`src/rtl/alu_pkg.sv`:
```
package alu_pkg;
  localparam int DW = 8;
  localparam int NW = 4;
  localparam int OPW = 5;

  typedef enum logic [OPW-1:0] {
    OP_NOP   = 5'd0,  OP_ADD   = 5'd1,  OP_ADDC  = 5'd2,  OP_SUBB  = 5'd3,
    OP_INC   = 5'd4,  OP_DEC   = 5'd5,  OP_AND   = 5'd6,  OP_OR    = 5'd7,
    OP_XOR   = 5'd8,  OP_CLRA  = 5'd9,  OP_CPLA  = 5'd10, OP_RL    = 5'd11,
    OP_RLC   = 5'd12, OP_RR    = 5'd13, OP_RRC   = 5'd14, OP_SWAP  = 5'd15,
    OP_DA    = 5'd16, OP_CLRC  = 5'd17, OP_SETC  = 5'd18, OP_CPLC  = 5'd19,
    OP_ANLC  = 5'd20, OP_ANLCN = 5'd21, OP_ORLC  = 5'd22, OP_ORLCN = 5'd23
  } alu_op_e;

  typedef struct packed {
    logic cy;
    logic ac;
    logic ov;
  } alu_flags_t;
endpackage

```
`src/rtl/alu_arith.sv`:
```
module alu_arith #(
  parameter int W   = 8,
  parameter int NIB = 4
) (
  input  logic [W-1:0] a,
  input  logic [W-1:0] b,
  input  logic         cin,
  input  logic         sub,
  output logic [W-1:0] sum,
  output logic         cy_out,
  output logic         aux_out,
  output logic         ovf
);
  localparam int MIDW = W - 1 - NIB;

  logic [W-1:0]  b_eff;
  logic          c_eff;
  logic [NIB:0]  lo_sum;
  logic [MIDW:0] mid_sum;
  logic [1:0]    top_sum;

  // subtraction is a + ~b + ~borrow_in; carries become inverted borrows
  always_comb begin
    b_eff   = sub ? ~b : b;
    c_eff   = sub ? ~cin : cin;
    lo_sum  = {1'b0, a[NIB-1:0]} + {1'b0, b_eff[NIB-1:0]} + {{NIB{1'b0}}, c_eff};
    mid_sum = {1'b0, a[W-2:NIB]} + {1'b0, b_eff[W-2:NIB]} + {{MIDW{1'b0}}, lo_sum[NIB]};
    top_sum = {1'b0, a[W-1]} + {1'b0, b_eff[W-1]} + {1'b0, mid_sum[MIDW]};
    sum     = {top_sum[0], mid_sum[MIDW-1:0], lo_sum[NIB-1:0]};
    cy_out  = top_sum[1] ^ sub;
    aux_out = lo_sum[NIB] ^ sub;
    ovf     = mid_sum[MIDW] ^ top_sum[1];
  end
endmodule

```
`src/rtl/alu_byteops.sv`:
```
module alu_byteops
  import alu_pkg::*;
#(
  parameter int W   = 8,
  parameter int NIB = 4
) (
  input  alu_op_e      op,
  input  logic [W-1:0] a,
  input  logic [W-1:0] b,
  input  logic         cin,
  input  logic         acin,
  output logic [W-1:0] res,
  output logic         cy_out,
  output logic         cy_we
);
  localparam logic [NIB-1:0] DEC_MAX = NIB'(9);
  localparam logic [W:0]     ADJ_LO  = (W+1)'(6);
  localparam logic [W:0]     ADJ_HI  = (W+1)'(6) << NIB;

  logic [W:0] da_s1, da_s2;
  logic       da_c1, da_lo, da_hi;

  // two-step decimal correction, carry accumulates across both steps
  always_comb begin
    da_lo = (a[NIB-1:0] > DEC_MAX) || acin;
    da_s1 = {1'b0, a} + (da_lo ? ADJ_LO : '0);
    da_c1 = cin | da_s1[W];
    da_hi = (da_s1[W-1:W-NIB] > DEC_MAX) || da_c1;
    da_s2 = {1'b0, da_s1[W-1:0]} + (da_hi ? ADJ_HI : '0);
  end

  always_comb begin
    res    = a;
    cy_out = cin;
    cy_we  = 1'b0;
    unique case (op)
      OP_INC:  res = a + W'(1);
      OP_DEC:  res = a - W'(1);
      OP_AND:  res = a & b;
      OP_OR:   res = a | b;
      OP_XOR:  res = a ^ b;
      OP_CLRA: res = '0;
      OP_CPLA: res = ~a;
      OP_RL:   res = {a[W-2:0], a[W-1]};
      OP_RR:   res = {a[0], a[W-1:1]};
      OP_RLC: begin
        res    = {a[W-2:0], cin};
        cy_out = a[W-1];
        cy_we  = 1'b1;
      end
      OP_RRC: begin
        res    = {cin, a[W-1:1]};
        cy_out = a[0];
        cy_we  = 1'b1;
      end
      OP_SWAP: res = {a[NIB-1:0], a[W-1:NIB]};
      OP_DA: begin
        res    = da_s2[W-1:0];
        cy_out = da_c1 | da_s2[W];
        cy_we  = 1'b1;
      end
      default: ;
    endcase
  end
endmodule

```
`src/rtl/alu_carry_bit.sv`:
```
module alu_carry_bit
  import alu_pkg::*;
(
  input  alu_op_e op,
  input  logic    cin,
  input  logic    bit_in,
  output logic    cy_out
);
  always_comb begin
    unique case (op)
      OP_CLRC:  cy_out = 1'b0;
      OP_SETC:  cy_out = 1'b1;
      OP_CPLC:  cy_out = ~cin;
      OP_ANLC:  cy_out = cin & bit_in;
      OP_ANLCN: cy_out = cin & ~bit_in;
      OP_ORLC:  cy_out = cin | bit_in;
      OP_ORLCN: cy_out = cin | ~bit_in;
      default:  cy_out = cin;
    endcase
  end
endmodule

```
`src/rtl/acc_alu.sv`:
```
module acc_alu
  import alu_pkg::*;
#(
  parameter int W   = DW,
  parameter int NIB = NW
) (
  input  logic           clk,
  input  logic           rst_n,
  input  logic           op_valid,
  input  logic [OPW-1:0] op_code,
  input  logic [W-1:0]   operand,
  input  logic           bit_in,
  output logic [W-1:0]   acc,
  output logic           cy,
  output logic           ac,
  output logic           ov,
  output logic           par
);
  // reset synchroniser: assert asynchronously, release on the clock
  logic rst_meta, rst_sync_n;
  always_ff @(posedge clk or negedge rst_n) begin
    if (!rst_n) begin
      rst_meta   <= 1'b0;
      rst_sync_n <= 1'b0;
    end else begin
      rst_meta   <= 1'b1;
      rst_sync_n <= rst_meta;
    end
  end

  alu_op_e    op;
  logic [W-1:0] acc_q, acc_d;
  alu_flags_t fl_q, fl_d;
  logic       par_q, par_d;

  logic [W-1:0] ar_sum, bo_res;
  logic ar_cy, ar_aux, ar_ovf, ar_sub, ar_cin;
  logic bo_cy, bo_we, cb_cy;

  assign op     = alu_op_e'(op_code);
  assign ar_sub = (op == OP_SUBB);
  assign ar_cin = (op == OP_ADD) ? 1'b0 : fl_q.cy;

  alu_arith #(.W(W), .NIB(NIB)) u_arith (
    .a(acc_q), .b(operand), .cin(ar_cin), .sub(ar_sub),
    .sum(ar_sum), .cy_out(ar_cy), .aux_out(ar_aux), .ovf(ar_ovf)
  );

  alu_byteops #(.W(W), .NIB(NIB)) u_byteops (
    .op(op), .a(acc_q), .b(operand), .cin(fl_q.cy), .acin(fl_q.ac),
    .res(bo_res), .cy_out(bo_cy), .cy_we(bo_we)
  );

  alu_carry_bit u_cbit (
    .op(op), .cin(fl_q.cy), .bit_in(bit_in), .cy_out(cb_cy)
  );

  // next-state selection
  always_comb begin
    acc_d = acc_q;
    fl_d  = fl_q;
    unique case (op)
      OP_ADD, OP_ADDC, OP_SUBB: begin
        acc_d = ar_sum;
        fl_d  = '{cy: ar_cy, ac: ar_aux, ov: ar_ovf};
      end
      OP_INC, OP_DEC, OP_AND, OP_OR, OP_XOR, OP_CLRA, OP_CPLA,
      OP_RL, OP_RLC, OP_RR, OP_RRC, OP_SWAP, OP_DA: begin
        acc_d = bo_res;
        if (bo_we) fl_d.cy = bo_cy;
      end
      OP_CLRC, OP_SETC, OP_CPLC, OP_ANLC, OP_ANLCN, OP_ORLC, OP_ORLCN:
        fl_d.cy = cb_cy;
      default: ;
    endcase
    par_d = ^acc_d;
  end

  always_ff @(posedge clk or negedge rst_sync_n) begin
    if (!rst_sync_n) begin
      acc_q <= '0;
      fl_q  <= '0;
      par_q <= 1'b0;
    end else if (op_valid) begin
      acc_q <= acc_d;
      fl_q  <= fl_d;
      par_q <= par_d;
    end
  end

  assign acc = acc_q;
  assign cy  = fl_q.cy;
  assign ac  = fl_q.ac;
  assign ov  = fl_q.ov;
  assign par = par_q;

  a_r6_parity_tracks: assert property (@(posedge clk) disable iff (!rst_sync_n)
    par == ^acc);

  a_r12_idle_holds: assert property (@(posedge clk) disable iff (!rst_sync_n)
    !op_valid |=> $stable(acc) && $stable(cy) && $stable(ac) && $stable(ov));

  a_r7_flags_kept: assert property (@(posedge clk) disable iff (!rst_sync_n)
    op_valid && (op inside {OP_INC, OP_DEC, OP_AND, OP_OR, OP_XOR, OP_CLRA, OP_CPLA})
    |=> $stable(cy) && $stable(ac) && $stable(ov));

  a_r8_plain_rotate_carry: assert property (@(posedge clk) disable iff (!rst_sync_n)
    op_valid && (op == OP_RL || op == OP_RR) |=> $stable(cy));

  a_r10_da_carry_sticky: assert property (@(posedge clk) disable iff (!rst_sync_n)
    op_valid && op == OP_DA && cy |=> cy);

  a_r11_bitop_acc_kept: assert property (@(posedge clk) disable iff (!rst_sync_n)
    op_valid && (op inside {OP_CLRC, OP_SETC, OP_CPLC, OP_ANLC, OP_ANLCN, OP_ORLC, OP_ORLCN})
    |=> $stable(acc) && $stable(ac) && $stable(ov));
endmodule

```
`config.mk`:
```
export PLATFORM = sky130hd
export DESIGN_NAME = acc_alu
export DESIGN_NICKNAME = d
export VERILOG_FILES = /design/src/rtl/alu_pkg.sv /design/src/rtl/alu_arith.sv /design/src/rtl/alu_byteops.sv /design/src/rtl/alu_carry_bit.sv /design/src/rtl/acc_alu.sv
export SDC_FILE = /design/constraint.sdc
export NUM_CORES = 1
export LEC_CHECK = 0
export ABC_CLOCK_PERIOD_IN_PS = 800
export BUFFER_PORTS_ARGS = -buffer_cell sky130_fd_sc_hd__buf_4
export CORE_MARGIN = 4
export CORE_UTILIZATION = 50
export CTS_BUF_LIST = sky130_fd_sc_hd__clkbuf_16
export CTS_CLUSTER_SIZE = 30
export DETAILED_ROUTE_END_ITERATION = 7
export PLACE_DENSITY = 0.83
export SYNTH_ARGS = -nofsm -noshare
export SYNTH_HDL_FRONTEND = slang
export SYNTH_HIERARCHICAL = 1
export SYNTH_SLANG_ARGS = --single-unit
```
`constraint.sdc`:
```
create_clock -name clk -period 0.8 [get_ports clk]
set_clock_uncertainty 0.2 [all_clocks]
set_input_delay 0.16 -clock clk [delete_from_list [all_inputs] [get_ports clk]]
set_output_delay 0.16 -clock clk [all_outputs]
set_load 0.1 [all_outputs]
```
==> results.ini, run 1 <==
[outcome]
outcome = aborted with a tool error
haltStage = global routing
error_line = [ERROR GRT-0232] Routing congestion too high. Check the congestion heatmap in the GUI.

[die]
die_y_um = 82.8
start_util_pct = 53.1
die_width_um = 82.8
rows = 26
io_pins = 29

[grt]
grt_start_max_net_pins = 24
grt.overflow.total = 283
grt_usage_pct = 83.6

[placed_design]
gp_congestion = 0.970
hpwlAfterDp_um = 8060
dp.cells = 551
io_buffers = 28
post_dp_cell_area_um2 = 4030

[clock_network]
clock_path_buffers = 2
root_buffer = clkbuf_16
clock_sinks = 14
cts_buffers = 3
htreeDepth = 1

[yosys]
netlist.area_leader.share_pct = 13.9
seq_area_frac_synth_pct = 12.5
synth.area.top_cells = ha_1, dfrtp_1, a21oi_1, fa_1, xnor2_1
synth_cell_types = 67
synth_top_cell_by_area = ha_1
synth_ff_type = dfrtp_1
avgSynthCellArea_um2 = 7.97
synth_edf_count = 0
postSynthCellCount = 351
ys_ff_latch = 14
synth_area_um2 = 2800
ys_async_sr_fraction_pct = 100
yosysWarnings = 6
synth_most_common_cell = a21oi_1
syn-num-nets = 407
synthTopCellsByCount = a21oi_1, ha_1, inv_1

[timing]
worst-endpoint-pin-kind = sequential cell input
grt-worst-endpoint = par$_DFFE_PN0P_/D

[logic make-up after synthesis]
group	count (synthesis)	synth area share, %
AOI/OAI and AO/OA	112	28.1
xor gates and xnor gates	31	10.4
adders and majority gates	39	19.6
buffers and inverters	44	7.02
DFF	14	12.5
muxes	6	2.24
other	1	0.134
and+or+nand+nor	104	20.0
[layer usage]
layer  overflow  global-route usage (%)
met4        116                    94.8
met3          4                    69.6
met1          1                    78.5
met2        161                     101
met5          1                    18.2
[metrics by stage]
stage	setup WS, ps	TNS (ps)	util, %
after floorplan	-3950	-32820	-
after global placement	-3540	-36220	76.5
after detailed placement	-3810	-37770	76.5
after CTS	-3810	-39210	90.9
[what timing repair did]
action / CTS
cloned: 0
resized for setup: 96
pin swaps: 22
setup buffers: 36
endpoints found under the setup margin: 24
endpoints found under the hold margin: 14
hold buffers: 1
==> run 2, diff against run 1 <==
--- a/config.mk
+++ b/config.mk
@@ -5,14 +5,12 @@
 export SDC_FILE = /design/constraint.sdc
 export NUM_CORES = 1
 export LEC_CHECK = 0
-export ABC_CLOCK_PERIOD_IN_PS = 800
+export ABC_CLOCK_PERIOD_IN_PS = 1040
 export BUFFER_PORTS_ARGS = -buffer_cell sky130_fd_sc_hd__buf_4
 export CORE_MARGIN = 4
-export CORE_UTILIZATION = 50
-export CTS_BUF_LIST = sky130_fd_sc_hd__clkbuf_16
-export CTS_CLUSTER_SIZE = 30
+export CORE_UTILIZATION = 35
 export DETAILED_ROUTE_END_ITERATION = 7
-export PLACE_DENSITY = 0.83
+export PLACE_DENSITY_LB_ADDON = 0.15
 export SYNTH_ARGS = -nofsm -noshare
 export SYNTH_HDL_FRONTEND = slang
 export SYNTH_HIERARCHICAL = 1
==> constraint.sdc (replaced) <==
create_clock -name clk -period 1.04 [get_ports clk]
set_clock_uncertainty 0.2 [all_clocks]
set_input_delay 0.208 -clock clk [delete_from_list [all_inputs] [get_ports clk]]
set_output_delay 0.208 -clock clk [all_outputs]
set_load 0.1 [all_outputs]
==> run 2 against run 1 <==
Compared with the run above:
- the flow now finishes, with violations (hold timing, setup timing)
- synthesized cell count unchanged
- synthesized area unchanged
==> results.ini, run 2 <==
[routing]
first_iter_violations = 301
routed_wirelength_um = 10400
vias = 3314
dr.pass1.iters = 7
drt-vias-per-instance = 5.49
drc = 0
wl_per_cell_um = 17.2
ant_nets = 0

[clock_network]
holdBufCountCts = 1  ; unchanged
clk_latency_ps = 240
clock_path_buffers = 2  ; unchanged
clk_pin_slew_ps = 60
cts_tree = yes
clock_sinks = 14  ; unchanged
htreeDepth = 1  ; unchanged
root_buffer = clkbuf_8
cts_buffers = 3  ; unchanged

[yosys]
synth_edf_count = 0  ; unchanged
avgSynthCellArea_um2 = 7.97  ; unchanged
synth_area_um2 = 2800  ; unchanged
synthTopCellsByCount = a21oi_1, ha_1, inv_1
synth.area.top_cells = ha_1, dfrtp_1, a21oi_1, fa_1, xnor2_1
seq_area_frac_synth_pct = 12.5  ; unchanged
synth_most_common_cell = a21oi_1
postSynthCellCount = 351  ; unchanged
netlist.area_leader.share_pct = 13.9  ; unchanged
synth_top_cell_by_area = ha_1
synth_cell_types = 67  ; unchanged
yosysWarnings = 6  ; unchanged
synth_ff_type = dfrtp_1
ys_async_sr_fraction_pct = 100  ; unchanged
syn-num-nets = 407  ; unchanged
ys_ff_latch = 14  ; unchanged

[placed_design]
dp.cells = 584  ; +6.0%
hpwlAfterDp_um = 8170  ; +1.4%
io_buffers = 28  ; unchanged
gp_congestion = 0.893  ; -8.0%

[setup_path]
r2r-start = acc[1]
cp-endpoint = par
required_ps = 960
r2r_cells = 21
timing.rr.end = par
start_kind = register
cp_max_fo = 3
cp-end-kind = register
crit_arrival_ps = 4560
crit_type = register to register
startpoint = acc[1]
reg2reg_slack_ps = -3600

[timing]
fmax_ghz = 0.216
rsz0062_at_grt = true
setup_viol = 24
setup_slack_ps = -3600
post-route-period-util_pct = 446
whs_ps = -25.3
hold_viol_final = 12
maxSlewViolCount = 0
fin_crit_ps = 4640

[grt]
grt.overflow.total = 0
grt_pass1_wl_um = 16800
antenna_found_initial = 0
grt_start_max_net_pins = 19
grt_usage_pct = 21.6
grt_pass1_vias = 3253

[layout]
mostFrequentLayoutCell = buf_4
final_cell_mix = buf_4, a21oi_1, inv_1, ha_1, nor2_1
seqCellArea_um2 = 395
antenna_cells = 0
area_growth_pct = 65.4
instances_no_fill = 604
multiInputGateArea_um2 = 2460
largest_reg_flops = 8
drive_gt1_share_pct = 45.2
n_fill_cell = 709
finalNetCount = 559

[pwr]
power_density_nw_per_um2 = 1640
ir_drop_mv = 1.64
finalPower_uw = 7590
p_leak_uw = 0.00211

[outcome]
outcome = complete, but fails checks
violations = hold timing, setup timing

[die]
start_util_pct = 36.0  ; -17 points
die_y_um = 97.4  ; +18%
core_um2 = 7770
dieArea_um2 = 9490
die_width_um = 97.4  ; +18%
io_pins = 29  ; unchanged
rows = 32  ; +23%

[worst_hold_path]
hold_path.class = register to asynchronous set/reset pin

[flow_run]
max_cap_violations = 0

==> run 2: cell counts after synthesis <==
Identical to the previous run, type by type.
==> run 2: worst min-delay path by stage <==
stage | start | end | slack [ps] | cells past startpoint
after floorplan | rst_n | rst_meta | -290 | 0
after global placement | rst_n | rst_meta | -210 | 1
after detailed placement | rst_n | rst_meta | -210 | 1
after CTS | rst_sync_n | acc[2] | -20 | 1
after global routing | rst_sync_n | acc[2] | -2 | 1
final | rst_sync_n | acc[2] | -30 | 1
==> run 2: area by class of cell <==
type / count / area share [%]
clock buffers: 4 / 1.19
multi-input cells: 293 / 53.2
well taps: 102 / 2.76
flip-flops and latches: 14 / 8.54
repair buffers: 162 / 32.0
inverters: 29 / 2.35
==> run 2: report_power, final <==
group          switching (uW)  internal [uW]  total [uW]  leakage (uW)
Clock                     198            335         533     0.0000288
Sequential                166            769         935      0.000150
Combinational            3240           2890        6130       0.00194
Total                    3600           3990        7590       0.00211
==> run 2: routing by layer <==
| metal | vias to the layer above | GRT usage, % | share of wire (%) |
|---|---|---|---|
| met5 | - | 0 | 0 |
| met4 | 0 | 4.15 | 1.2 |
| met3 | 11 | 1.36 | 4.6 |
| met2 | 102 | 37.5 | 50 |
| met1 | 1588 | 29.7 | 44 |
| li1 | 1613 | - | - |
==> run 2: timing repair <==
action	in CTS	in global routing
pin swaps	12	7
setup buffers	11	7
hold endpoints to repair	14	12
setup endpoints to repair	24	24
resized for setup	65	21
==> run 2: metrics by stage <==
stage	instance area (um2)	setup WS, ps	util, %	TNS [ps]
6_report	4630	-3600	59.6	-33930
5_1_grt	4630	-3810	59.6	-36190
2_1_floorplan	2980	-3710	-	-27970
4_1_cts	4500	-3550	57.9	-33600
3_3_place_gp	4080	-3400	52.5	-32510
3_5_place_dp	4080	-3580	52.5	-33160
==> run 2: cells by family (layout without fill, tap and decap cells) <==
kind of cell,after synthesis,after routing,synth area share (%)
other,1,1,0.134
multiplexers,6,6,2.24
AO/OA/AOI/OAI,112,112,28.1
flip-flops,14,14,12.5
XOR/XNOR,31,31,10.4
AND/OR/NAND/NOR,104,104,20.0
buffers and inverters,44,195,7.02
adder cells (fa/ha/maj),39,39,19.6
==> run 2: critical path, stage by stage, from the launching register on <==
cell	delay (ps)
dfrtp_4	480
o21ai_2	130
nand2b_1	90
ha_2	200
fa_2	360
nand4_1	130
nor3_1	70
o21ai_1	120
nand3b_1	110
ha_2	210
fa_2	360
xor2_2	190
and3_1	200
o32ai_2	90
a2111oi_2	280
a21oi_1	120
a2bb2oi_1	140
a222oi_1	440
xnor2_1	210
xnor2_1	160
xnor2_1	140
a21oi_1	80
Power figures use the tool's default switching activity.
